<file path="src/rtl/uart_irq_pkg.sv">
package uart_irq_pkg;
  typedef enum logic [3:0] {
    IID_NONE = 4'b0001,
    IID_THRE = 4'b0010,
    IID_RDA  = 4'b0100,
    IID_RLS  = 4'b0110,
    IID_RTO  = 4'b1100
  } iid_e;
endpackage

</file>
<file path="src/rtl/uart_irq_line_stat.sv">
module uart_irq_line_stat #(
  parameter int unsigned CNT_W = 5
) (
  input  logic clk_i,
  input  logic rst_ni,
  input  logic ovr_i,
  input  logic lsr_rd_i,
  input  logic rx_wr_i,
  input  logic rx_wr_err_i,
  input  logic rx_rd_i,
  input  logic rx_rd_err_i,
  output logic pend_o
);
  localparam logic [CNT_W-1:0] CNT_MAX = {CNT_W{1'b1}};

  logic             ovr_q;
  logic [CNT_W-1:0] err_cnt_q;
  logic             inc, dec;

  assign inc = rx_wr_i & rx_wr_err_i;
  assign dec = rx_rd_i & rx_rd_err_i & (err_cnt_q != '0);

  // overrun: event wins over a same-cycle status read
  always_ff @(posedge clk_i or negedge rst_ni) begin
    if (!rst_ni)       ovr_q <= 1'b0;
    else if (ovr_i)    ovr_q <= 1'b1;
    else if (lsr_rd_i) ovr_q <= 1'b0;
  end

  always_ff @(posedge clk_i or negedge rst_ni) begin
    if (!rst_ni) begin
      err_cnt_q <= '0;
    end else begin
      unique case ({inc, dec})
        2'b10:   if (err_cnt_q != CNT_MAX) err_cnt_q <= err_cnt_q + 1'b1;
        2'b01:   err_cnt_q <= err_cnt_q - 1'b1;
        default: err_cnt_q <= err_cnt_q;
      endcase
    end
  end

  assign pend_o = ovr_q | (err_cnt_q != '0);
endmodule

</file>
<file path="src/rtl/uart_irq_idle_timer.sv">
module uart_irq_idle_timer #(
  parameter int unsigned LVL_W          = 5,
  parameter int unsigned TICKS_PER_CHAR = 10,
  parameter int unsigned IDLE_CHARS     = 4
) (
  input  logic             clk_i,
  input  logic             rst_ni,
  input  logic             fifo_en_i,
  input  logic             tick_i,
  input  logic             rx_wr_i,
  input  logic             rx_rd_i,
  input  logic [LVL_W-1:0] rx_lvl_i,
  output logic             to_o
);
  localparam int unsigned LIMIT = TICKS_PER_CHAR * IDLE_CHARS;
  localparam int unsigned CNT_W = $clog2(LIMIT + 1);
  localparam logic [CNT_W-1:0] LAST = CNT_W'(LIMIT - 1);

  logic [CNT_W-1:0] cnt_q;
  logic             to_q;
  logic             restart;

  assign restart = rx_wr_i | rx_rd_i | ~fifo_en_i | (rx_lvl_i == '0);

  always_ff @(posedge clk_i or negedge rst_ni) begin
    if (!rst_ni) begin
      cnt_q <= '0;
      to_q  <= 1'b0;
    end else if (restart) begin
      cnt_q <= '0;
      to_q  <= 1'b0;
    end else if (tick_i && !to_q) begin
      if (cnt_q == LAST) to_q  <= 1'b1;
      else               cnt_q <= cnt_q + 1'b1;
    end
  end

  assign to_o = to_q;
endmodule

</file>
<file path="src/rtl/uart_irq_prio.sv">
module uart_irq_prio
  import uart_irq_pkg::*;
(
  input  logic       rls_i,
  input  logic       rto_i,
  input  logic       rda_i,
  input  logic       thre_i,
  output logic [3:0] iid_o
);
  iid_e code;
  always_comb begin
    if      (rls_i)  code = IID_RLS;
    else if (rto_i)  code = IID_RTO;
    else if (rda_i)  code = IID_RDA;
    else if (thre_i) code = IID_THRE;
    else             code = IID_NONE;
  end
  assign iid_o = code;
endmodule

</file>
<file path="src/rtl/uart_irq_id.sv">
module uart_irq_id
  import uart_irq_pkg::*;
#(
  parameter int unsigned LVL_W          = 5,
  parameter int unsigned TICKS_PER_CHAR = 10,
  parameter int unsigned IDLE_CHARS     = 4
) (
  input  logic             clk_i,
  input  logic             rst_ni,
  input  logic             fifo_en_i,
  input  logic             ien_rls_i,
  input  logic             ien_rda_i,
  input  logic             ien_thre_i,
  input  logic             baud_tick_i,
  input  logic             ovr_i,
  input  logic             rx_wr_i,
  input  logic             rx_wr_err_i,
  input  logic             rx_rd_i,
  input  logic             rx_rd_err_i,
  input  logic [LVL_W-1:0] rx_lvl_i,
  input  logic [LVL_W-1:0] rx_trig_i,
  input  logic             thr_empty_i,
  input  logic             thr_wr_i,
  input  logic             lsr_rd_i,
  input  logic             iir_rd_i,
  output logic [3:0]       iid_o,
  output logic             irq_o
);
  logic rls_pend, rto_pend, rda_pend;
  logic rdr_q, thre_q, thre_arm_q, thre_arm;

  uart_irq_line_stat #(.CNT_W(LVL_W)) u_line_stat (
    .clk_i       (clk_i),
    .rst_ni      (rst_ni),
    .ovr_i       (ovr_i),
    .lsr_rd_i    (lsr_rd_i),
    .rx_wr_i     (rx_wr_i),
    .rx_wr_err_i (rx_wr_err_i),
    .rx_rd_i     (rx_rd_i),
    .rx_rd_err_i (rx_rd_err_i),
    .pend_o      (rls_pend)
  );

  uart_irq_idle_timer #(
    .LVL_W          (LVL_W),
    .TICKS_PER_CHAR (TICKS_PER_CHAR),
    .IDLE_CHARS     (IDLE_CHARS)
  ) u_idle_timer (
    .clk_i     (clk_i),
    .rst_ni    (rst_ni),
    .fifo_en_i (fifo_en_i),
    .tick_i    (baud_tick_i),
    .rx_wr_i   (rx_wr_i),
    .rx_rd_i   (rx_rd_i),
    .rx_lvl_i  (rx_lvl_i),
    .to_o      (rto_pend)
  );

  // single-character holding flag for non-FIFO mode
  always_ff @(posedge clk_i or negedge rst_ni) begin
    if (!rst_ni)      rdr_q <= 1'b0;
    else if (rx_wr_i) rdr_q <= 1'b1;
    else if (rx_rd_i) rdr_q <= 1'b0;
  end

  assign rda_pend = fifo_en_i ? (rx_lvl_i >= rx_trig_i) : rdr_q;

  // transmit-empty: set on rising edge of enabled empty; clears win
  assign thre_arm = thr_empty_i & ien_thre_i;

  always_ff @(posedge clk_i or negedge rst_ni) begin
    if (!rst_ni) begin
      thre_arm_q <= 1'b0;
      thre_q     <= 1'b0;
    end else begin
      thre_arm_q <= thre_arm;
      if (thr_wr_i || (iir_rd_i && iid_o == IID_THRE)) thre_q <= 1'b0;
      else if (thre_arm && !thre_arm_q)               thre_q <= 1'b1;
    end
  end

  uart_irq_prio u_prio (
    .rls_i  (rls_pend & ien_rls_i),
    .rto_i  (rto_pend & ien_rda_i),
    .rda_i  (rda_pend & ien_rda_i),
    .thre_i (thre_q & ien_thre_i),
    .iid_o  (iid_o)
  );

  assign irq_o = ~iid_o[0];
endmodule

</file>
<file path="config.mk">
export PLATFORM = sky130hd
export DESIGN_NAME = uart_irq_id
export DESIGN_NICKNAME = d
export VERILOG_FILES = /design/src/rtl/uart_irq_pkg.sv /design/src/rtl/uart_irq_line_stat.sv /design/src/rtl/uart_irq_idle_timer.sv /design/src/rtl/uart_irq_prio.sv /design/src/rtl/uart_irq_id.sv
export SDC_FILE = /design/constraint.sdc
export NUM_CORES = 1
export LEC_CHECK = 0
export ABC_AREA = 1
export CAP_MARGIN = 20
export CORE_ASPECT_RATIO = 0.75
export CORE_MARGIN = 2
export CORE_UTILIZATION = 30
export CTS_CLUSTER_DIAMETER = 50
export DETAILED_ROUTE_END_ITERATION = 10
export GPL_ROUTABILITY_DRIVEN = 0
export HOLD_SLACK_MARGIN = 0.06
export PLACE_DENSITY_LB_ADDON = 0.2
export SYNTH_ARGS = -nofsm -noshare
export SYNTH_HDL_FRONTEND = slang
export SYNTH_SLANG_ARGS = --single-unit
</file>
<file path="constraint.sdc">
create_clock -name clk_i -period 1.7 [get_ports clk_i]
set_input_delay 0.17 -clock clk_i [delete_from_list [all_inputs] [get_ports clk_i]]
set_output_delay 0.17 -clock clk_i [all_outputs]
set_load 0.005 [all_outputs]
</file>
==> results of run 1 <==
[synthesized netlist by cell type, types with 2 or more instances]
cell type,number
xor2_1,4
inv_1,25
nand2_2,3
inv_2,6
a21oi_1,8
ha_1,9
o21ai_1,5
nor2_1,13
nor2_2,2
nand3_2,2
dfrtp_1,16
nand2_1,31
nand3_1,7
nand4_1,4
nand4_4,2
nor3_1,5
[timing repair]
item                       4_1_cts  5_1_grt
pin swaps                       16        4
setup endpoints to repair        6        9
resized for setup               43        5
hold buffers                     0        0
setup buffers                    7        1
[sequential cells by signal (all words and copies together) (netlist names)]
signal                 cells
rdr_q                      1
thre_arm_q                 1
thre_q                     1
u_idle_timer.cnt_q         6
u_idle_timer.to_o          1
u_line_stat.err_cnt_q      5
u_line_stat.ovr_q          1
[critical path, stage by stage, from the launching register on]
cell and delay (ps):
dfrtp_1 390, nor2_2 150, nand4_4 90, buf_6 140, nand4_4 110, inv_4 60
ha_4 220, a21oi_2 140, o21ai_2 70, or2_1 220, nand3_1 70, nand2_1 60
[kinds of logic (layout without fill, tap and decap cells)]
| kind of cell | Yosys count | count (layout) |
|---|---|---|
| AOI/OAI and AO/OA | 17 | 17 |
| xor gates and xnor gates | 5 | 5 |
| adders and majority gates | 10 | 10 |
| buffers and inverters | 31 | 88 |
| DFF | 16 | 16 |
| and+or+nand+nor | 71 | 71 |
[routing by layer]
metal | wire length, µm | share of wire (%)
met5 | 0 | 0
met4 | 24 | 0.88
met3 | 148 | 5.4
met2 | 1280 | 47
met1 | 1270 | 47
[worst max-delay path by stage]
stage	start	endpoint	slack, ps	depth (start not counted)
2_1_floorplan	u_line_stat.err_cnt_q[0]$_DFFE_PN0P_	u_line_stat.err_cnt_q[4]$_DFFE_PN0P_	4	10
3_3_place_gp	rx_lvl_i[0]	iid_o[0]	-640	15
3_5_place_dp	rx_lvl_i[0]	iid_o[0]	-680	15
4_1_cts	u_line_stat.err_cnt_q[1]$_DFFE_PN0P_	iid_o[0]	-130	9
5_1_grt	u_line_stat.err_cnt_q[1]$_DFFE_PN0P_	u_line_stat.err_cnt_q[4]$_DFFE_PN0P_	-250	12
6_report	u_line_stat.err_cnt_q[1]$_DFFE_PN0P_	u_line_stat.err_cnt_q[4]$_DFFE_PN0P_	-130	11
[through the flow]
step / total power, µW / std cells / cell area (µm²) / util, %
detailed placement: 1290 / 248 / 1660 / 45.4
global route: 1780 / 259 / 1820 / 49.8
CTS: 1640 / 258 / 1790 / 49.0
global placement: 1270 / 248 / 1660 / 45.4
finish: 1640 / 259 / 1820 / 49.8
floorplan: 921 / 150 / 1170 / -
[power by group through the flow]
stage	clock network [µW]	registers, µW	logic [µW]
floorplan	0	520	401
global placement	0	501	771
detailed placement	0	502	790
CTS	293	498	848
global route	309	505	969
finish	274	501	866
[layout make-up]
type,instances,area (µm²)
inverter,31,119
clock buffer,3,41.3
sequential,16,400
multi-input combinational,103,732
timing repair buffer,54,467
fill,379,1840
tap,52,65.1
[cells in the final DEF (no fill, tap or decap), types with 2 or more instances in the layout]
cell type / synthesis / final
a21oi_1: 8 / 4
a21oi_2: 0 / 4
buf_2: 0 / 3
buf_4: 0 / 21
buf_6: 0 / 4
clkbuf_8: 0 / 3
clkdlybuf4s15_1: 0 / 2
clkdlybuf4s50_1: 0 / 15
dfrtp_1: 16 / 16
dlygate4sd2_1: 0 / 9
ha_1: 9 / 5
ha_4: 0 / 4
inv_1: 25 / 22
inv_2: 6 / 8
nand2_1: 31 / 28
nand2_2: 3 / 6
nand3_1: 7 / 7
nand4_1: 4 / 4
nand4_4: 2 / 2
nor2_1: 13 / 12
nor2_2: 2 / 2
nor3_1: 5 / 5
o21ai_1: 5 / 5
xor2_1: 4 / 4
==> impl_results.md, run 1 <==
* Vias in the first global route at approximately 1.1k
* Sequential fraction of design power at 30.5%
* Row count at 19
* Area leader, netlist: dfrtp_1
* Min Tclk post-route at about 1800 ps
* Post-DRT Antenna Nets at 0
* Vias at between 1k and 1.5k
* Startpoint types: flop
* Failing checks: setup timing
* Fmax at roughly 0.55 GHz
* Logic pwr share at a little over half
* Die Wd at between 70 and 80 µm
* Pwr Density at ~900 nW/µm²
* Yosys warns at 0
* Post-synth ARST share at between 90% and 100%
* # DRC at 0
* Worst-case reg-to-reg path depth at 11
* Yosys cell types at 24
* Post-synthesis compound-gate area fraction at between 8 and 9%
* Antenna violations before repair at 0
* Pre-CTS WS at -679 ps
* Max-cap violations at 0
* Post-synthesis sequential area ratio at 35.0%
* Clock Latency Late Sink at around 240 ps
* Area contributors post-synth: dfrtp_1, nand2_1, ha_1
* DP Wirelength at 2.13 mm
* Largest family of logic cells by synthesized area: simple AND/OR/NAND/NOR gates
* Initial Utilization at 31.2%
* CP Max Fanout at 4
* R2R Setup Slk at -130 ps
* Core box area at roughly 3700 µm²
* Reg2reg end: u_line_stat.err_cnt_q[4]$_DFFE_PN0P_
* Outcome: finished, violations left
* Pleak at just over 0.0009 µW
* Total gr overflow at 0
* Num Clock Sinks at 16
* Share of the synthesized area in the top cell type at between 30% and 40%
* Cell area after synthesis at 1140 µm²
* RSZ-0062 raised after global routing: yes
* Post-Syn Nets at 186
* Crit end category: flop
* XOR/XNOR share of the synthesized area at 3.83%
* Mux share of post-synthesis cell area at 0%
* Drt total wl at around 2.7 mm
* Max_slew headroom at around 84%
* Final setup violation count at 6
* Largest net degree at the start of global routing at 17
* Slew Limit Fails at 0
* CP Class: flop to flop
* Final nets at approximately 250
* First-pass GRT wire length at between 4 and 5 mm
* Post-Synth Adder-Cell Area at between 10% and 20%
* Deepest clock path buffer count at 2
* Routing usage on met2 at a little under a quarter
* Post-Syn Instances at 150
* Sw Ratio at between 30 and 40%
* DR pass1 iterations at 4
* Share of layout cells above drive strength 1 at 30.9%
* Area grow syn2layout at 59.5%
* Met3 GRT Util at roughly 3.4%
* Final hold slack at ~240 ps
* H-Tree Depth at 1
* Setup_tns at -447 ps
* Input/output buffers at 30
* CTS tree: yes
* Post-synth EDFFs at 0
* Hold Crit Class: input port to asynchronous set/reset pin
* GRT Total Usage at between 10 and 15%
* Clock share of power at between 15 and 20%
* Post-Syn Area per Cell at about 7.6 µm²
* GR Util met1 at between 10% and 20%
* Internal cell power at approximately 1100 µW
* Slack of the critical path at -134 ps
* I/O pins at 31
* N_diodes at 0
* Worst VDD drop at 0.000303 V
* Worst Path Required at between 1500 and 2000 ps
* Skew final at between 3 and 4 ps
* FF+latch count, synth at 16
* DR WL/cell at between 10 and 15 µm
* Cts bufs inserted at 3
* Root buf cell: clkbuf_8
* NetSw at between 500 and 600 µW
* Worst slew pin tran at roughly 240 ps
* Drt first-iter violations at approximately 70
* Vias per std cell at 4.30
* Top_reg_cell synth: dfrtp_1
* Crit path DAT at around 2000 ps
* Final worst-path cycle share at 108%
* GR peak layer: met2
* Post-synthesis simple-gate area fraction at around 31%
* Fin. Hold Viols at 0
* CTS clk-pin slew, worst paths at 60 ps
* Die height at approximately 57 µm
* R2R Path Start: u_line_stat.err_cnt_q[1]$_DFFE_PN0P_
* Die ar. at between 4000 and 5000 µm²
No activity file was read; power rests on OpenSTA's default activity.
==> inputs of run 2 (changes only) <==
- CORE_MARGIN: 2 -> unset
- MAX_ROUTING_LAYER: unset -> met4
==> run 2 against run 1 <==
Net effect:
- the flow still finishes with violations (setup timing)
- critical path depth is the same
- non-clock buffer count did not move
- clock-buffer cell count is 1 higher
- sequential power fell by 1%
- first-iteration DRC count shrank 43%
- via count increased by 3.5%
- final cell count is 0.39% higher
- utilization up 0.48 points
- die area shrank 6.0%
- maximum frequency decreased by 0.13%
- clock skew hardly changed
- sequential share of layout area shrank 0.21 points
- critical path type unchanged
- critical endpoint unchanged
- largest cell class unchanged
==> impl_results.md, run 2 (same netlist as run 1, synthesis figures left out) <==
* Antenna violations before repair at 0 (unchanged)
* Most common cell after layout, fill and taps aside: nand2_1
* Die height at 55.5 µm (-3.5%)
* Top reg by flops: u_idle_timer.cnt_q
* RSZ-0062 raised after global routing: yes
* Slack of the critical path at -136 ps (-2.43 ps)
* Clock Latency Late Sink at 250 ps (about the same)
* Fin. Hold Viols at 0 (unchanged)
* CP Class: flop to flop
* CTS tree: yes
* Vias per std cell at 4.43 (+3.1%)
* Max-cap violations at 0 (unchanged)
* Cts bufs inserted at 3 (unchanged)
* Fmax at 0.545 GHz (-0.13%)
* Worst setup path start: u_line_stat.err_cnt_q[0]$_DFFE_PN0P_
* Multi-input gate area at 732 µm² (unchanged)
* Cells after DPL at 250 (+0.81%)
* N_diodes at 0 (unchanged)
* Drt first-iter violations at 39 (-43%)
* Worst path max stage delay at 400 ps (about the same)
* Initial Utilization at 31.2% (unchanged)
* Most frequent cells in the layout: nand2_1, inv_1, buf_4
* Slew Limit Fails at 0 (unchanged)
* Final nets at 245 (unchanged)
* Core box area at 3660 µm² (unchanged)
* Final worst-path cycle share at 108% (+0.14 points)
* Die Wd at 73.3 µm (-2.7%)
* CP max-delay cell: dfrtp_1
* Skew final at 4.41 ps (+0.480 ps)
* Area grow syn2layout at 61.1%
* Failing checks: setup timing
* Post-DRT Antenna Nets at 0 (unchanged)
* Max_slew headroom at 84.3% (+0.43 points)
* Worst slew pin tran at 234 ps (-6.43 ps)
* Worst-case reg-to-reg path depth at 11 (unchanged)
* Pleak at 0.000918 µW (+0.47%)
* Top Registers: u_idle_timer.cnt_q: 6 flops, u_line_stat.err_cnt_q: 5 flops
* First-pass GRT wire length at 4.95 mm (+5.3%)
* Worst Path Required at 1840 ps (about the same)
* Row count at 19 (unchanged)
* Finished Layout Cells at 260 (+0.39%)
* Vias in the first global route at 1184 (+3.2%)
* Crit path DAT at 1980 ps (+20 ps)
* Final hold slack at 231 ps (-9.95 ps)
* R2R Path Start: u_line_stat.err_cnt_q[0]$_DFFE_PN0P_
* Largest net degree at the start of global routing at 17 (unchanged)
* Max reg flops at 6 (unchanged)
* # DRC at 0 (unchanged)
* Crit path cell chain: nor2_2, nand4_4, buf_6, nand4_4, inv_4, ha_4, a21oi_2, o21ai_2, or2_1, nand3_1, nand2_1
* Drt total wl at 2.77 mm (+1.8%)
* DR WL/cell at 10.6 µm (+1.4%)
* Hold buffer count at CTS at 0 (unchanged)
* Hold Crit Class: input port to asynchronous set/reset pin
* Worst VDD drop at 0.000303 V (-0.13%)
* Vias at 1152 (+3.5%)
* I/O pins at 31 (unchanged)
* FF/Latch Area at 400 µm² (unchanged)
* Startpoint types: flop
* Pwr Density at 921 nW/µm² (+2.5%)
* Pre-CTS WS at -697 ps (-17.8 ps)
* CP Max Fanout at 3 (-1)
* Reg2reg end: u_line_stat.err_cnt_q[4]$_DFFE_PN0P_
* GRT Total Usage at 16.4% (+2.3 points)
* Share of layout cells above drive strength 1 at 33.2% (+2.3 points)
* DR pass1 iterations at 5 (+1)
* Fill count at 365 (-3.7%)
* Deepest clock path buffer count at 2 (unchanged)
* CTS clk-pin slew, worst paths at 70 ps (about the same)
* DP Wirelength at 2.18 mm (+2.1%)
* Root buf cell: clkbuf_8
* Final setup violation count at 7 (+1)
* Most used cell, CP: nand4_4
* Crit end category: flop
* Num Clock Sinks at 16 (unchanged)
* CP endpoint: u_line_stat.err_cnt_q[4]$_DFFE_PN0P_
* Outcome: finished, violations left
* Input/output buffers at 30 (unchanged)
* Die ar. at 4070 µm² (-6.0%)
* Final Power at 1700 µW (+3.5%)
* Min Tclk post-route at 1840 ps (+2.43 ps)
* Total gr overflow at 0 (unchanged)
* H-Tree Depth at 1 (unchanged)
* R2R Setup Slk at -140 ps (about the same)
* Setup_tns at -543 ps (-96.1 ps)
run 2: changes by cell type in the layout (fill, tap and decap cells not counted), sizes merged:
cell and change:
clkdlybuf4s15 +3, dlygate4sd2 -5, buf +2, clkbuf +1
run 2: metrics by stage:
| step | utilization (%) | cell area [µm²] |
|---|---|---|
| 6_report | 50.3 | 1840 |
| 5_1_grt | 50.3 | 1840 |
| 4_1_cts | 50.0 | 1830 |
| 3_5_place_dp | 45.8 | 1680 |
| 3_3_place_gp | 45.8 | 1680 |
| 2_1_floorplan | - | 1170 |
run 2: how the worst min path moves through the flow:
stage,from,endpoint,slack [ps],cells past startpoint
floorplan,rst_ni,rdr_q$_DFFE_PN0P_,-130,0
global placement,rdr_q$_DFFE_PN0P_,rdr_q$_DFFE_PN0P_,450,2
detailed placement,rdr_q$_DFFE_PN0P_,rdr_q$_DFFE_PN0P_,470,2
CTS,rst_ni,u_idle_timer.cnt_q[4]$_DFFE_PN0P_,230,2
global route,rst_ni,u_idle_timer.cnt_q[3]$_DFFE_PN0P_,270,2
finish,rst_ni,u_idle_timer.cnt_q[5]$_DFFE_PN0P_,230,2
run 2: report_power, final:
group | switching, µW | internal, µW
Sequential | 45.4 | 448
Combinational | 397 | 467
Clock | 134 | 206
Total | 576 | 1120
run 2: per-layer routing:
metal | GRT usage, % | up-vias | wire (µm)
met5 | - | - | 0
met4 | 3.85 | 0 | 19
met3 | 4.01 | 2 | 128
met2 | 28.4 | 30 | 1370
met1 | 19.1 | 524 | 1250
li1 | - | 596 | -
run 2: area by class of cell:
class / instances / share of cell area (%)
inverters: 31 / 6.45
clock buffers: 4 / 2.99
repair buffers: 54 / 25.5
flip-flops and latches: 16 / 21.7
multi-input cells: 103 / 39.7
well taps: 52 / 3.53
run 2: critical path, delay by kind of cell, from the launching register on:
kind,cells,cell delay (ps)
compound gates,2,230
buf+inv,2,200
fa+ha+maj,1,220
simple gates,6,690
flops,1,400
run 2: what timing repair did:
action,CTS,global route
buffers inserted,5,2
pin swaps,19,7
gates resized for setup,54,5
endpoints found under the setup margin,6,9
==> inputs of run 3 (changes only) <==
- CORE_UTILIZATION: 30 -> 35
==> run 3 against run 2 <==
Net effect:
- sequential cell count is the same
- cell area shrank 3.3%
- non-clock buffer count shrank 2
- via count is the same
- the flow still finishes with violations (setup timing)
- die area shrank 14%
- sequential share of layout area grew 0.73 points
- first-iteration DRC count shrank 64%
==> impl_results.md, run 3 (same netlist as run 1, synthesis figures left out) <==
* Worst-case reg-to-reg path depth at 11 (unchanged)
* GR Util met1 at 21.0% (+1.8 points)
* Skew final at 2.75 ps (-1.66 ps)
* R2R Path Start: u_line_stat.err_cnt_q[0]$_DFFE_PN0P_
* N_diodes at 0 (unchanged)
* DP Wirelength at 2.10 mm (-3.5%)
* Final setup violation count at 6 (-1)
* Worst Path Required at 1840 ps (about the same)
* Root buf cell: clkbuf_8
* FF/Latch Area at 400 µm² (unchanged)
* Fmax at 0.538 GHz (-1.2%)
* First-pass GRT wire length at 4.81 mm (-2.8%)
* Deepest clock path buffer count at 2 (unchanged)
* Drt total wl at 2.85 mm (+3.1%)
* Vias at 1152 (unchanged)
* I/O pins at 31 (unchanged)
* Crit end category: flop
* Fin. Hold Viols at 0 (unchanged)
* Slack of the critical path at -159 ps (-23.0 ps)
* Outcome: finished, violations left
* CP Max Fanout at 3 (unchanged)
* Pwr Density at 938 nW/µm² (+1.8%)
* Num Clock Sinks at 16 (unchanged)
* Setup_tns at -327 ps (+217 ps)
* Vias per std cell at 4.74 (+7.0%)
* Total gr overflow at 0 (unchanged)
* Min Tclk post-route at 1860 ps (+23.0 ps)
* Die ar. at 3500 µm² (-14%)
* Share of layout cells above drive strength 1 at 31.7% (-1.5 points)
* Row count at 17 (-2)
* Worst slew pin tran at 217 ps (-17.4 ps)
* Input/output buffers at 30 (unchanged)
* Cells after DPL at 233 (-6.8%)
* Initial Utilization at 37.9% (+6.6 points)
* CTS tree: yes
* Max-cap violations at 0 (unchanged)
* CTS clk-pin slew, worst paths at 60 ps (about the same)
* DR WL/cell at 11.7 µm (+10%)
* Die Wd at 68.0 µm (-7.2%)
* Max reg flops at 6 (unchanged)
* Final nets at 243 (-0.82%)
* Failing checks: setup timing
* Antenna violations before repair at 0 (unchanged)
* CP Class: flop to flop
* DR pass1 iterations at 4 (-1)
* Hold Crit Class: input port to asynchronous set/reset pin
* Most common cell after layout, fill and taps aside: nand2_1
* Post-DRT Antenna Nets at 0 (unchanged)
* Hold buffer count at CTS at 0 (unchanged)
* Crit path DAT at 2000 ps (+20 ps)
* Cts bufs inserted at 3 (unchanged)
* Utilization after layout at 59.0% (+8.7 points)
* Finished Layout Cells at 243 (-6.5%)
* Vias in the first global route at 1182 (-0.17%)
* # DRC at 0 (unchanged)
* Die height at 51.5 µm (-7.1%)
* Core box area at 3020 µm² (-17%)
* Slew Limit Fails at 0 (unchanged)
* GRT Total Usage at 19.1% (+2.7 points)
* Pleak at 0.000903 µW (-1.7%)
* H-Tree Depth at 1 (unchanged)
* Final worst-path cycle share at 109% (+1.4 points)
* Area grow syn2layout at 55.8%
* Routing usage on met2 at 33.0% (+4.6 points)
* Reg2reg end: u_line_stat.err_cnt_q[4]$_DFFE_PN0P_
* GR peak layer: met2
* RSZ-0062 raised after global routing: yes
* Fill count at 278 (-24%)
* Multi-input gate area at 739 µm² (+1.0%)
* Most frequent cells in the layout: nand2_1, inv_1, buf_4
* Startpoint types: flop
* Top Registers: u_idle_timer.cnt_q: 6 flops, u_line_stat.err_cnt_q: 5 flops
* Max_slew headroom at 85.5% (+1.2 points)
* Clock Latency Late Sink at 250 ps (about the same)
* Worst VDD drop at 0.000362 V (+20%)
* R2R Setup Slk at -160 ps (-20 ps)
* Drt first-iter violations at 14 (-64%)
* Met3 GRT Util at 5.26% (+1.2 points)
* Largest net degree at the start of global routing at 17 (unchanged)
* Top reg by flops: u_idle_timer.cnt_q
run 3: stage by stage:
step / hold slack [ps] / total power (µW) / area (µm²) / setup WS (ps)
after floorplan: -126 / 921 / 1170 / 4.29
after global placement: 454 / 1260 / 1640 / -632
after detailed placement: 459 / 1290 / 1640 / -661
after CTS: 243 / 1630 / 1750 / -159
after global routing: 290 / 1800 / 1780 / -254
final: 238 / 1670 / 1780 / -159
run 3: worst max-delay path, cell delays in order, from the launching register on:
cell     delay, ps
dfrtp_1        390
nor2_2         150
nand4_4         90
buf_6          140
nand4_4        100
inv_4           60
ha_4           260
a21oi_4        120
o21ai_2         80
or2_1          240
nand3_1         90
nand2_1         50
run 3: how the worst max path moves through the flow:
| stage | endpoint | slack (ps) | cells past startpoint | start |
|---|---|---|---|---|
| finish | u_line_stat.err_cnt_q[4]$_DFFE_PN0P_ | -160 | 11 | u_line_stat.err_cnt_q[0]$_DFFE_PN0P_ |
| global route | u_line_stat.err_cnt_q[4]$_DFFE_PN0P_ | -250 | 11 | u_line_stat.err_cnt_q[0]$_DFFE_PN0P_ |
| CTS | u_line_stat.err_cnt_q[4]$_DFFE_PN0P_ | -160 | 11 | u_line_stat.err_cnt_q[1]$_DFFE_PN0P_ |
| detailed placement | iid_o[0] | -660 | 15 | rx_lvl_i[0] |
| global placement | iid_o[0] | -630 | 15 | rx_lvl_i[0] |
| floorplan | u_line_stat.err_cnt_q[4]$_DFFE_PN0P_ | 4 | 10 | u_line_stat.err_cnt_q[0]$_DFFE_PN0P_ |
run 3: what timing repair did:
item | 4_1_cts | 5_1_grt
buffers inserted | 6 | 1
setup endpoints to repair | 6 | 9
pin swaps | 16 | 15
gates cloned | 0 | 0
resized for setup | 38 | 12
run 3: routing by layer:
layer	part of all wire, %	vias to the layer above
li1	-	592
met1	46	520
met2	48	36
met3	5.5	4
met4	1.3	0
met5	0	-
run 3: area by class of cell:
cell class / count / share of cell area (%)
inverters: 31 / 6.67
flip-flops and latches: 16 / 22.5
clock buffers: 3 / 2.32
well taps: 38 / 2.67
multi-input cells: 103 / 41.5
repair buffers: 52 / 24.4
run 3: power breakdown:
| part | leakage, µW | total, µW | internal, µW | switching [µW] |
|---|---|---|---|---|
| Sequential | 0.000205 | 494 | 448 | 46.0 |
| Combinational | 0.000677 | 892 | 476 | 416 |
| Clock | 0.0000216 | 285 | 157 | 128 |
| Total | 0.000903 | 1670 | 1080 | 590 |
